## config.mk

```make
export PLATFORM = sky130hd
export DESIGN_NAME = bitfield_unit
export DESIGN_NICKNAME = d
export VERILOG_FILES = /design/src/rtl/bitfield_pkg.sv /design/src/rtl/bitfield_lead_count.sv /design/src/rtl/bitfield_field.sv /design/src/rtl/bitfield_shuffle.sv /design/src/rtl/bitfield_unit.sv
export SDC_FILE = /design/constraint.sdc
export NUM_CORES = 1
export LEC_CHECK = 0
export ABC_AREA = 1
export BUFFER_PORTS_ARGS = -buffer_cell sky130_fd_sc_hd__buf_2
export CAP_MARGIN = 20
export CORE_AREA = 2 2 165 127
export DETAILED_ROUTE_END_ITERATION = 8
export DIE_AREA = 0 0 167 129
export PLACE_DENSITY = 0.66
export RECOVER_POWER = 50
export SYNTH_ARGS = -nofsm -noshare
export SYNTH_HDL_FRONTEND = slang
export SYNTH_SLANG_ARGS = --single-unit
```

## constraint.sdc

```tcl
create_clock -name clk -period 6.9 [get_ports clk]
set_clock_uncertainty 0.2 [all_clocks]
set_input_delay 0.345 -clock clk [delete_from_list [all_inputs] [get_ports clk]]
set_output_delay 0.345 -clock clk [all_outputs]
set_load 0.03 [all_outputs]
```

## src/rtl/bitfield_pkg.sv

```systemverilog
package bitfield_pkg;

    localparam int DATA_W = 32;
    localparam int POS_W  = 5;

    localparam logic [5:0] FN_CLZ  = 6'h20;
    localparam logic [5:0] FN_CLO  = 6'h21;
    localparam logic [5:0] FN_EXT  = 6'h00;
    localparam logic [5:0] FN_INS  = 6'h04;
    localparam logic [5:0] FN_SHUF = 6'h20;

    localparam logic [4:0] SEL_SWAP = 5'h02;
    localparam logic [4:0] SEL_SEXB = 5'h10;
    localparam logic [4:0] SEL_SEXH = 5'h18;

    typedef enum logic [2:0] {
        K_CLZ, K_CLO, K_EXT, K_INS, K_SHUF, K_BAD
    } op_kind_e;

    typedef struct packed {
        logic              bad;
        logic [DATA_W-1:0] value;
    } unit_out_t;

    // mask with the n low bits set, n in 0..DATA_W
    function automatic logic [DATA_W-1:0] low_mask(input logic [POS_W:0] n);
        logic [DATA_W:0] wide;
        wide = ({{DATA_W{1'b0}}, 1'b1} << n) - 1'b1;
        return wide[DATA_W-1:0];
    endfunction

endpackage

```

## src/rtl/bitfield_lead_count.sv

```systemverilog
module bitfield_lead_count #(
    parameter int W     = 32,
    parameter bit ONES  = 1'b0,
    localparam int CW   = $clog2(W) + 1
) (
    input  logic [W-1:0]  operand,
    output logic [CW-1:0] count
);
    logic [W-1:0] scan;

    generate
        if (ONES) begin : g_ones
            assign scan = ~operand;
        end else begin : g_zeros
            assign scan = operand;
        end
    endgenerate

    always_comb begin
        count = CW'(W);
        for (int i = 0; i < W; i++) begin
            if (scan[i]) count = CW'(W - 1 - i);
        end
    end
endmodule

```

## src/rtl/bitfield_field.sv

```systemverilog
module bitfield_field
    import bitfield_pkg::*;
#(
    parameter int W  = DATA_W,
    parameter int PW = POS_W
) (
    input  logic          do_insert,
    input  logic [W-1:0]  rs_in,
    input  logic [W-1:0]  rt_in,
    input  logic [PW-1:0] hi_f,
    input  logic [PW-1:0] lo_f,
    output unit_out_t     res
);
    logic [PW:0]  top_sum;
    logic [PW:0]  ext_w;
    logic [PW:0]  ins_w;
    logic [W-1:0] ins_mask;

    always_comb begin
        top_sum  = {1'b0, hi_f} + {1'b0, lo_f};
        ext_w    = {1'b0, hi_f} + 1'b1;
        ins_w    = {1'b0, hi_f} - {1'b0, lo_f} + 1'b1;
        ins_mask = low_mask(ins_w) << lo_f;
        res      = '0;
        if (do_insert) begin
            if (hi_f < lo_f) res.bad = 1'b1;
            else res.value = (rt_in & ~ins_mask) | ((rs_in << lo_f) & ins_mask);
        end else begin
            if (top_sum > (PW+1)'(W - 1)) res.bad = 1'b1;
            else res.value = (rs_in >> lo_f) & low_mask(ext_w);
        end
    end
endmodule

```

## src/rtl/bitfield_shuffle.sv

```systemverilog
module bitfield_shuffle
    import bitfield_pkg::*;
(
    input  logic [4:0]        sel,
    input  logic [DATA_W-1:0] rt_in,
    output unit_out_t         res
);
    always_comb begin
        res = '0;
        unique case (sel)
            SEL_SWAP: res.value = {rt_in[23:16], rt_in[31:24], rt_in[7:0], rt_in[15:8]};
            SEL_SEXB: res.value = {{(DATA_W-8){rt_in[7]}}, rt_in[7:0]};
            SEL_SEXH: res.value = {{(DATA_W-16){rt_in[15]}}, rt_in[15:0]};
            default:  res.bad   = 1'b1;
        endcase
    end
endmodule

```

## src/rtl/bitfield_unit.sv

```systemverilog
module bitfield_unit
    import bitfield_pkg::*;
(
    input  logic              clk,
    input  logic              rst,
    input  logic              in_valid,
    input  logic              op_class,
    input  logic [5:0]        func,
    input  logic [4:0]        sa,
    input  logic [4:0]        rd_f,
    input  logic [DATA_W-1:0] rs_val,
    input  logic [DATA_W-1:0] rt_val,
    output logic              out_valid,
    output logic [DATA_W-1:0] out_result,
    output logic              out_illegal
);
    localparam int CW = $clog2(DATA_W) + 1;

    op_kind_e     kind;
    logic [CW-1:0] zcount, ocount;
    unit_out_t    fld_res, shf_res, sel_res;

    always_comb begin
        kind = K_BAD;
        if (!op_class) begin
            if (func == FN_CLZ) kind = K_CLZ;
            else if (func == FN_CLO) kind = K_CLO;
        end else begin
            if (func == FN_EXT) kind = K_EXT;
            else if (func == FN_INS) kind = K_INS;
            else if (func == FN_SHUF) kind = K_SHUF;
        end
    end

    bitfield_lead_count #(.W(DATA_W), .ONES(1'b0)) u_clz (
        .operand(rs_val), .count(zcount)
    );
    bitfield_lead_count #(.W(DATA_W), .ONES(1'b1)) u_clo (
        .operand(rs_val), .count(ocount)
    );
    bitfield_field #(.W(DATA_W), .PW(POS_W)) u_field (
        .do_insert(kind == K_INS), .rs_in(rs_val), .rt_in(rt_val),
        .hi_f(rd_f), .lo_f(sa), .res(fld_res)
    );
    bitfield_shuffle u_shuf (
        .sel(sa), .rt_in(rt_val), .res(shf_res)
    );

    always_comb begin
        sel_res = '0;
        case (kind)
            K_CLZ:         sel_res.value = DATA_W'(zcount);
            K_CLO:         sel_res.value = DATA_W'(ocount);
            K_EXT, K_INS:  sel_res = fld_res;
            K_SHUF:        sel_res = shf_res;
            default:       sel_res.bad = 1'b1;
        endcase
        if (sel_res.bad) sel_res.value = '0;
    end

    always_ff @(posedge clk) begin
        if (rst) begin
            out_valid   <= 1'b0;
            out_result  <= '0;
            out_illegal <= 1'b0;
        end else begin
            out_valid <= in_valid;
            if (in_valid) begin
                out_result  <= sel_res.value;
                out_illegal <= sel_res.bad;
            end else begin
                out_result  <= '0;
                out_illegal <= 1'b0;
            end
        end
    end
endmodule

```

== After elaboration in Yosys (flattened, before gate mapping) ==
Cells that the tools add are included.
Storage, ports and cells
  logic and storage cells: 119
  output and inout port bits: 34
  bits in registers: 34
  bits of input ports: 84
Operators by class
  bitwise logic cells: 7
  $lt $le $gt $ge: 2
  reduce and logical (&&, ||, !) cells: 7
  muxes and demuxes: 79
  add/sub/neg operators: 6
  shifts and indexed selects: 5
  equal/unequal tests: 10
Operators by type and width (number)
  $mux 6: 64
  $pmux 32 s4: 1
  $and 32x32->32: 3
  $pmux 32 s3: 1
  $mux 32: 2
  $not 32->32: 2
  $shl 1x6->32 const A: 2
  $shl 32x5->32: 2
  $sub 32x1->32 const B: 2
  $mux 33: 1
  $or 32x32->32: 1
  $shr 32x5->32: 1
  $mux 3: 5
  $eq 6x6->1 const B: 2
  $eq 5x5->1 const B: 2
  $add 5x1->6 const B: 1
  $add 5x5->6: 1
  $add 6x1->6 const B: 1
  $eq 3x2->1 const B: 2
  $eq 6x3->1 const B: 1
  $gt 6x5->1 const B: 1
  $logic_not 6->1: 1
  $reduce_or 2->1: 3
  $reduce_or 3->1: 2
  9 further kinds: 12

== Longest topological paths before layout ==
Gate-level depths: netlist of run 1.
  depth in word-level cells: 34
  gate-level depth with buffers: 36
  depth with buffers taken out: 35

== Cells and area by module ==
From an unflattened synthesis of run 1, not the netlist that was laid out.
Unflattened totals
  cell total of the unflattened synthesis: 2174
  area total of the unflattened synthesis: 11131.9 um2
By module, submodules not included
  bitfield_field: seq. area each 0.0 um2, area an instance 8145.3 um2, cells each 1691, instances 1
  bitfield_unit: seq. area each 680.7 um2, area an instance 1541.5 um2, cells each 186, instances 1
  bitfield_shuffle: seq. area each 0.0 um2, area an instance 610.6 um2, cells each 103, instances 1
  bitfield_lead_count at u_clz: seq. area each 0.0 um2, area an instance 449.2 um2, cells each 110, instances 1
  bitfield_lead_count at u_clo: seq. area each 0.0 um2, area an instance 385.4 um2, cells each 84, instances 1

== Worst setup path after synthesis of run 1 ==
Ideal clock, no wire load.
  path kind: input -> register
  from: input port sa[0]
  to: register out_result[25]
  path slack: 1760 ps
  data required time: 6568 ps
  arrival: 4808 ps
  library setup time: 132 ps
  stages: 33
  buffers on the path: 4
  cell sequence: clkbuf_1 clkinv_1 clkbuf_1 clkbuf_1 buf_1 ha_1 ha_1 fa_1 nand3_1 nand2_1 xor2_2 nand2_2 nor3_2 inv_1 ha_1 nand2_1 nor2_1 nand2_1 nor2_1 xor2_1 nand2_1 o21ai_1 or2_1 nand2_1 nand2_1 nand2_1 nand2_1 nand2_1 nand2_1 nand2_1 nand2_1 nand3_1 a21oi_1
On the way
  word-level cells in the longest chain between the ends: 11
  elaborated cells between the ends (all ways): 29
  those cells by class: add/sub (4); order compare (2); eq/ne (3); shift (4); mux (9); bitwise (5); reduce/logical (2)
Ends and longest elaborated chain
  start, declared: line bitfield_unit.sv:9  | input logic [4:0] sa,
  $sub 5x5->6: line bitfield_field.sv:22  | ins_w = {1'b0, hi_f} - {1'b0, lo_f} + 1'b1;
  $add 6x1->6: line bitfield_field.sv:22
  $shl 1x6->32: line bitfield_pkg.sv:28  | wide = ({{DATA_W{1'b0}}, 1'b1} << n) - 1'b1;
  $sub 32x1->32: line bitfield_pkg.sv:28
  $shl 32x5->32: line bitfield_field.sv:23  | ins_mask = low_mask(ins_w) << lo_f;
  $not 32->32: line bitfield_field.sv:27  | else res.value = (rt_in & ~ins_mask) | ((rs_in << lo_f) & ins_mask);
  $and 32x32->32: line bitfield_field.sv:27
  $or 32x32->32: line bitfield_field.sv:27
  $mux 32: line bitfield_field.sv:26  | if (hi_f < lo_f) res.bad = 1'b1;
  $mux 33: line bitfield_field.sv:25  | if (do_insert) begin
  $pmux 32 s4: line bitfield_unit.sv:51  | case (kind)
  end signal, assigned: line bitfield_unit.sv:69  | out_result <= sel_res.value;
  end, declared: line bitfield_unit.sv:14  | output logic [DATA_W-1:0] out_result,
Several ways; a longest one is shown, not always the timed one.
A chain may end at the register's enable or synchronous reset.

== Worst setup path in the final report of run 1 ==
  from: input port sa[1]
  to: register out_result[28]
The elaborated chain is that of the path after synthesis.

==> flow_metrics.env, run 1 <==
export IMPL_cp_arrival_ps=5310
export IMPL_drc=0
export IMPL_drt_initial_drc_count=1736
export IMPL_worstSetupPathType="primary input to register"
export IMPL_boundaryPins=118
export IMPL_worst_slew_pin_slew_ps=1110
export IMPL_cts_root_buf="clkbuf_16"
export IMPL_cts_made_buffers=5
export IMPL_drive_gt1_frac=0.0792
export IMPL_crit_buf_inv=4
export IMPL_synth_nets=1953
export IMPL_grt_start_max_net_pins=94
export IMPL_synth_ff_type="dfxtp_1"
export IMPL_crit_family="simple AND/OR/NAND/NOR gates"
export IMPL_powerDensity_mw_per_mm2=134
export IMPL_grt_overflow=0
export IMPL_holdWs_ps=33.4
export IMPL_grt_use_total=0.388
export IMPL_dpl_cell_count=2143
export IMPL_cts_buffer_depth=2
export IMPL_synthCells=1849
export IMPL_dp_hpwl_um=34200
export IMPL_drtPass1Iterations=8
export IMPL_io_buffers=117
export IMPL_crit_path_end_kind="register"
export IMPL_min_to="out_illegal$_SDFF_PP0_"
export IMPL_final_max_slew_viol_count=0
export IMPL_ant_nets=0
export IMPL_required_ps=6850
export IMPL_slowest_stage="xor2_2"
export IMPL_cp_max_fo=14
export IMPL_setup_viol=0
export IMPL_synth_edff_count=0
export IMPL_max_freq_mhz=187
export IMPL_place_ws_ps=1370
export IMPL_cts_tree="done"
export IMPL_place_gp_congestion=1.06
export IMPL_synth_area_per_cell_um2=4.99
export IMPL_htree_levels=2
export IMPL_post_cts_setup_buffers=0
export IMPL_yosysUniqueCellTypes=58
export IMPL_die_area_mm2=0.0215
export IMPL_die_x_um=167
export IMPL_min_path_cells=2
export IMPL_start_util=0.464
export IMPL_slowest_delay_ps=570
export IMPL_period_needed_ps=5350
export IMPL_cts_resized=0
export IMPL_grt_pass1_vias=11500
export IMPL_grt_pass1_wl_um=65000
export IMPL_cp_start_kind="primary input"
export IMPL_leakagePower_nw=4.78
export IMPL_synth_area_mm2=0.00923
export IMPL_path_common_cell="nand2_1"
export IMPL_setup_tns_ps=0
export IMPL_maxCapViolations=0
export IMPL_path_clk_slew_ps=60
export IMPL_ir_worst_vdd_uv=105
export IMPL_cts_hold_buffers=0
export IMPL_hp_class="primary input to register"
export IMPL_coreArea_mm2=0.0199
export IMPL_ys_seq_area_frac=0.0738
export IMPL_status="completed"
export IMPL_vias=12800
export IMPL_postSynth_asyncResetShare=0
export IMPL_syn_to_final_growth_pct=8.35
export IMPL_fin_cells=2151
export IMPL_diodes=0
export IMPL_wl_um=42800
export IMPL_wl_per_cell_um=19.9
export IMPL_finalCritPeriodShare=0.776
export IMPL_p_total_w=0.00134
export IMPL_finalHoldViolations=0
export IMPL_die_h_um=129
export IMPL_setup_ws_ps=1550
export IMPL_synth_seq_cells=34
export IMPL_rsz0062_at_grt="no"
export IMPL_viasPerCell=5.93
export IMPL_synth_warnings=0
export IMPL_layout_nets=1996
export IMPL_rows=45
export IMPL_clkSinkCount=34
export IMPL_max_slew_margin_rel=0.256
export IMPL_antenna_found_initial=0
export IMPL_min_from="rst"
[registers in the layout (all words and copies together), names as in the netlist]
register,cells
out_result,32
out_valid,1
out_illegal,1
[metrics by stage]
stage                     instance area, um^2   util
final                                   10000  0.503
after global routing                    10000  0.503
after CTS                               10000  0.505
after detailed placement                 9870  0.497
after global placement                   9870  0.497
after floorplan                          9230      -
[routing by layer]
layer  vias to the layer above  wire, um  part of all wire  track usage
met4                         0      1400             0.033        0.118
met3                        82      4740              0.11       0.0978
met1                      5740     18900              0.44        0.533
met2                       693     17800              0.42        0.599
li1                       6239         -                 -            -
met5                         -         0                 0            0
[worst max path at each step]
stage | from | end | slack [ps] | cells after the start
4_1_cts | sa[1] | out_result[14]$_SDFF_PP0_ | 1630 | 32
2_1_floorplan | sa[0] | out_result[25]$_SDFF_PP0_ | 1760 | 33
5_1_grt | sa[1] | out_result[14]$_SDFF_PP0_ | 1000 | 32
6_report | sa[1] | out_result[28]$_SDFF_PP0_ | 1550 | 30
3_5_place_dp | sa[1] | out_result[14]$_SDFF_PP0_ | 1370 | 32
3_3_place_gp | sa[1] | out_result[28]$_SDFF_PP0_ | 1470 | 30
[power breakdown]
part           leakage (nW)  switching, W  internal [W]
Clock                0.0771     0.0000987      0.000171
Combinational          4.43      0.000629      0.000249
Sequential            0.274   0.000000141      0.000197
Total                  4.78      0.000728      0.000616
[cell type report]
type | count | area (um^2)
fillers | 2324 | 9880
multi-input cells | 1496 | 7330
inverters | 222 | 833
flip-flops and latches | 34 | 681
repair buffers | 133 | 664
well taps | 258 | 323
clock buffers | 6 | 129
clock inverters | 2 | 37.5
[cells in the final DEF (no fill, tap or decap), drive strengths merged, types with 23 or more instances in the layout]
master,Yosys,routed
inv,218,218
a21oi,78,78
o22ai,23,23
nand2,528,528
nor3,52,52
o211ai,24,24
dfxtp,34,34
o21ai,173,173
buf,22,100
nor2,236,236
nand3,204,204
clkbuf,75,39
[Yosys cell counts, drive strengths merged, types with 22 or more instances]
library cell / n / area share
inv: 218 / 0.089
o21ai: 173 / 0.094
dfxtp: 34 / 0.074
clkbuf: 75 / 0.031
nor3: 52 / 0.035
o22ai: 23 / 0.016
nand3: 204 / 0.11
buf: 22 / 0.011
a21oi: 78 / 0.042
nor2: 236 / 0.098
nand2: 528 / 0.22
o211ai: 24 / 0.020
[cell families after synthesis]
logic type / Yosys count / synth area share
AO/OA/AOI/OAI: 370 / 0.235
flip-flops: 34 / 0.0738
XOR/XNOR: 17 / 0.0178
adder cells (fa/ha/maj): 20 / 0.0287
other: 1 / 0.000406
buffers and inverters: 319 / 0.132
multiplexers: 6 / 0.00651
AND/OR/NAND/NOR: 1082 / 0.506
(Power assumes the default switching activity.)
==> run 2, diff against run 1 <==
PLACE_DENSITY = 0.69   (was 0.66)
clock period = 4.8 ns   (was 6.9 ns; I/O delays follow)
==> run 2 against run 1 <==
Effect of this change:
- design area increased by 2.3%
- critical path type unchanged
- first-iteration DRC count up 9.9%
- largest cell class unchanged
- clock-buffer cell count shrank 1
- sequential cell count is the same
- worst hold slack better by 78 ps
- sequential share of layout area shrank 0.15 points
- highest routed layer unchanged
- largest power group unchanged
==> flow_metrics.env, run 2 (synthesis results as in run 1) <==
export IMPL_setup_viol=0
export IMPL_boundaryPins=118
export IMPL_final_util=0.515
export IMPL_leakagePower_nw=4.92
export IMPL_antenna_found_initial=1
export IMPL_worst_slew_pin_slew_ps=990
export IMPL_die_h_um=129
export IMPL_cp_start_kind="primary input"
export IMPL_crit_path_end_kind="register"
export IMPL_hp_class="primary input to register"
export IMPL_layout_common_cells="nand2_1 (522), nor2_1 (230), inv_1 (211), nand3_1 (202), o21ai_0 (166)"
export IMPL_grt_use_total=0.389
export IMPL_dpl_cell_count=2167
export IMPL_cts_root_buf="clkbuf_16"
export IMPL_rows=45
export IMPL_fillCellCount=2280
export IMPL_coreArea_mm2=0.0199
export IMPL_grt_start_max_net_pins=104
export IMPL_p_switching_w=0.00106
export IMPL_top_regs="out_result x32, out_illegal x1, out_valid x1"
export IMPL_rsz0062_at_grt="no"
export IMPL_wl_um=42800
export IMPL_wl_per_cell_um=19.6
export IMPL_htree_levels=2
export IMPL_syn_to_final_growth_pct=10.8
export IMPL_finalCritPeriodShare=0.922
export IMPL_grt_pass1_wl_um=65300
export IMPL_die_area_mm2=0.0215
export IMPL_cp_arrival_ps=4370
export IMPL_powerDensity_mw_per_mm2=193
export IMPL_grt_pass1_vias=11500
export IMPL_clkSinkCount=34
export IMPL_drtPass1Iterations=8
export IMPL_ant_nets=0
export IMPL_status="completed"
export IMPL_fin_cells=2178
export IMPL_worstSetupPathType="primary input to register"
export IMPL_dp_hpwl_um=34000
export IMPL_p_int_w=0.000908
export IMPL_regMostFlops="out_result"
export IMPL_largest_reg_flops=32
export IMPL_viasPerCell=5.98
export IMPL_max_freq_mhz=226
export IMPL_max_slew_margin_rel=0.333
export IMPL_place_gp_congestion=1.03
export IMPL_pwr_share_clk=0.203
export IMPL_period_needed_ps=4420
export IMPL_p_total_w=0.00197
export IMPL_diodes=0
export IMPL_cts_buffer_depth=2
export IMPL_finalHoldViolations=0
export IMPL_ir_worst_vdd_uv=187
export IMPL_cts_tree="done"
export IMPL_layout_nets=2023
export IMPL_switching_share=0.539
export IMPL_start_util=0.464
export IMPL_grt_overflow=0
export IMPL_die_x_um=167
export IMPL_required_ps=4750
export IMPL_maxCapViolations=0
export IMPL_drc=0
export IMPL_pwr_share_comb=0.654
export IMPL_power_frac_seq=0.144
export IMPL_cts_made_buffers=5
export IMPL_setup_tns_ps=0
export IMPL_final_max_slew_viol_count=0
export IMPL_drt_initial_drc_count=1908
export IMPL_final_common_cell="nand2_1"
export IMPL_drive_gt1_frac=0.0922
export IMPL_cp_max_fo=5
export IMPL_vias=13000
export IMPL_path_clk_slew_ps=60
export IMPL_io_buffers=117
run 2: repair_timing:
item                                    4_1_cts  5_1_grt
buffers inserted                              0        0
hold endpoints to repair                      2        0
gates resized for setup                       0        2
endpoints found under the setup margin        0        2
hold buffers                                  3        0
run 2: worst paths after layout:
path / to / depth (start not counted) / startpoint / slack [ps]
worst max-delay path: out_result[13]$_SDFF_PP0_ / 26 / sa[1] / 380
worst min-delay path: out_result[14]$_SDFF_PP0_ / 4 / func[3] / 110
run 2: per-layer routing:
layer  vias to the layer above  GRT usage  wire length (um)
met3                        86     0.0717              4920
met2                       795      0.593             17500
met1                      5850      0.557             19100
met5                         -          0                 0
met4                         0      0.114              1330
li1                       6289          -                 -
run 2: metrics by stage:
stage          instance area [um^2]  hold slack, ps  worst slack (ps)
2_1_floorplan                  9240             118              1.42
3_3_place_gp                  10100             223               122
3_5_place_dp                  10100             230              67.4
4_1_cts                       10300             111               363
5_1_grt                       10200             147              13.8
6_report                      10200             111               376
run 2: critical path, stage by stage:
cell	delay [ps]
buf_2	110
inv_2	40
ha_1	290
inv_1	60
ha_1	210
fa_1	490
nand3_1	110
nand2_1	80
xor2_2	230
nand2_2	100
nor3_4	140
inv_1	60
ha_1	220
nand2_1	80
nor2_1	40
nand2_1	190
nor2_1	100
xor2_1	190
nand2_1	70
o21ai_1	120
or2_1	150
nand3_1	100
nand3_1	160
nand3_1	290
o211ai_1	370
a31oi_1	110
run 2: power by group through the flow:
stage,combinational [W],clock [W],sequential (W)
6_report,0.00129,0.000399,0.000283
5_1_grt,0.00144,0.000406,0.000283
4_1_cts,0.00125,0.000396,0.000283
3_5_place_dp,0.00124,0,0.000290
3_3_place_gp,0.00123,0,0.000290
2_1_floorplan,0.000866,0,0.000292
run 2: final cells by class:
class | count | area [um^2] | share of cell area
multi-input cells | 1496 | 7350 | 0.718
repair buffers | 160 | 873 | 0.0854
inverters | 222 | 835 | 0.0816
flip-flops and latches | 34 | 681 | 0.0666
well taps | 258 | 323 | 0.0316
clock buffers | 5 | 125 | 0.0122
clock inverters | 3 | 45.0 | 0.00440
==> run 3, diff against run 2 <==
==> constraint.sdc (replaced) <==
create_clock -name clk -period 4.8 [get_ports clk]
set_clock_uncertainty 0.2 [all_clocks]
set_input_delay 0.48 -clock clk [delete_from_list [all_inputs] [get_ports clk]]
set_output_delay 0.48 -clock clk [all_outputs]
set_load 0.03 [all_outputs]
==> run 3 against run 2 <==
Effect of this change:
- fmax is 3.1% lower
- clock power shrank 11%
- design area increased by 3.5%
- core utilization rose by 1.8 points
- combinational power increased by 6%
==> flow_metrics.env, run 3 (synthesis results as in run 1) <==
export IMPL_status="completed"
export IMPL_holdWs_ps=169
export IMPL_finalCritPeriodShare=0.951
export IMPL_seqCellArea_um2=681
export IMPL_required_ps=4760
export IMPL_path_clk_slew_ps=60
export IMPL_wl_per_cell_um=19.4
export IMPL_die_h_um=129
export IMPL_die_x_um=167
export IMPL_worst_slew_pin_slew_ps=1230
export IMPL_regMostFlops="out_result"
export IMPL_coreArea_mm2=0.0199
export IMPL_drc=0
export IMPL_viasPerCell=6.01
export IMPL_clkSinkCount=34
export IMPL_fillCellCount=2247
export IMPL_cts_root_buf="clkbuf_16"
export IMPL_leakagePower_nw=5.12
export IMPL_max_freq_mhz=219
export IMPL_cts_made_buffers=5
export IMPL_period_needed_ps=4570
export IMPL_cp_start_kind="primary input"
export IMPL_ant_nets=0
export IMPL_top_regs="out_result x32, out_illegal x1, out_valid x1"
export IMPL_min_to="out_illegal$_SDFF_PP0_"
export IMPL_antenna_found_initial=0
export IMPL_drt_initial_drc_count=2039
export IMPL_ir_worst_vdd_uv=143
export IMPL_grt_pass1_wl_um=64900
export IMPL_diodes=0
export IMPL_cp_max_fo=5
export IMPL_cts_tree="done"
export IMPL_drtPass1Iterations=6
export IMPL_largest_reg_flops=32
export IMPL_maxCapViolations=0
export IMPL_grt_start_max_net_pins=87
export IMPL_cts_buffer_depth=2
export IMPL_finalHoldViolations=0
export IMPL_wl_um=42900
export IMPL_boundaryPins=118
export IMPL_final_max_slew_viol_count=0
export IMPL_multiInputGateArea_mm2=0.00745
export IMPL_min_from="rst"
export IMPL_crit_family="simple AND/OR/NAND/NOR gates"
export IMPL_grt_overflow=0
export IMPL_htree_levels=2
export IMPL_hp_class="primary input to register"
export IMPL_start_util=0.464
export IMPL_worstSetupPathType="primary input to register"
export IMPL_final_common_cell="nand2_1"
export IMPL_vias=13300
export IMPL_max_slew_margin_rel=0.161
export IMPL_grt_pass1_vias=12000
export IMPL_place_gp_congestion=1.11
export IMPL_min_path_cells=2
export IMPL_place_ws_ps=-219
export IMPL_io_buffers=117
export IMPL_crit_buf_inv=5
export IMPL_cts_hold_buffers=0
export IMPL_grt_use_total=0.385
export IMPL_syn_to_final_growth_pct=14.7
export IMPL_setup_viol=0
export IMPL_p_total_w=0.00201
export IMPL_cp_arrival_ps=4530
export IMPL_rows=45
export IMPL_slowest_delay_ps=390
export IMPL_dp_hpwl_um=34100
export IMPL_layout_nets=2059
export IMPL_slowest_stage="fa_2"
export IMPL_setup_ws_ps=234
export IMPL_layout_common_cells="nand2_1 (519), nor2_1 (230), inv_1 (211), nand3_1 (194), o21ai_0 (165)"
export IMPL_die_area_mm2=0.0215
export IMPL_powerDensity_mw_per_mm2=190
export IMPL_crit_path_end_kind="register"
export IMPL_drive_gt1_frac=0.120
[run 3: repair_timing]
action / in CTS / in global routing
setup endpoints to repair: 0 / 29
resized for setup: 0 / 22
setup buffers: 0 / 6
[run 3: cell type report]
class / count / area share
clock buffer: 6 / 0.0131
clock inverter: 2 / 0.00118
inverter: 222 / 0.0792
multi-input combinational: 1496 / 0.704
sequential: 34 / 0.0643
tap: 258 / 0.0305
timing repair buffer: 196 / 0.108
[run 3: worst max-delay path by stage]
stage	from	end	slack (ps)	cells past startpoint
after detailed placement	sa[1]	out_result[24]$_SDFF_PP0_	-220	31
after CTS	sa[1]	out_result[24]$_SDFF_PP0_	70	31
after floorplan	sa[0]	out_result[25]$_SDFF_PP0_	1	33
after global routing	sa[3]	out_result[24]$_SDFF_PP0_	-30	31
final	sa[1]	out_result[28]$_SDFF_PP0_	230	29
after global placement	sa[1]	out_result[4]$_SDFF_PP0_	-130	25
[run 3: routing by layer]
metal  GRT usage  up-vias  part of all wire
met5           0        -                 0
met2       0.588      852              0.41
met1       0.510     5945              0.42
met3       0.111      134              0.13
li1            -     6365                 -
met4       0.159        0             0.043
[run 3: power breakdown]
group / internal [W] / total [W] / switching [W] / leakage (nW)
clock: 0.000206 / 0.000355 / 0.000149 / 0.0729
sequential: 0.000283 / 0.000283 / 0.000000244 / 0.274
combinational: 0.000438 / 0.00137 / 0.000934 / 4.77
total: 0.000927 / 0.00201 / 0.00108 / 5.12
[run 3: through the flow]
| stage | cell area (um^2) | utilization | cells | setup TNS [ps] |
|---|---|---|---|---|
| 2_1_floorplan | 9260 | - | 1849 | 0 |
| 3_3_place_gp | 10300 | 0.519 | 2200 | -522 |
| 3_5_place_dp | 10300 | 0.519 | 2200 | -2200 |
| 4_1_cts | 10500 | 0.527 | 2208 | 0 |
| 5_1_grt | 10600 | 0.533 | 2214 | -46.7 |
| 6_report | 10600 | 0.533 | 2214 | 0 |
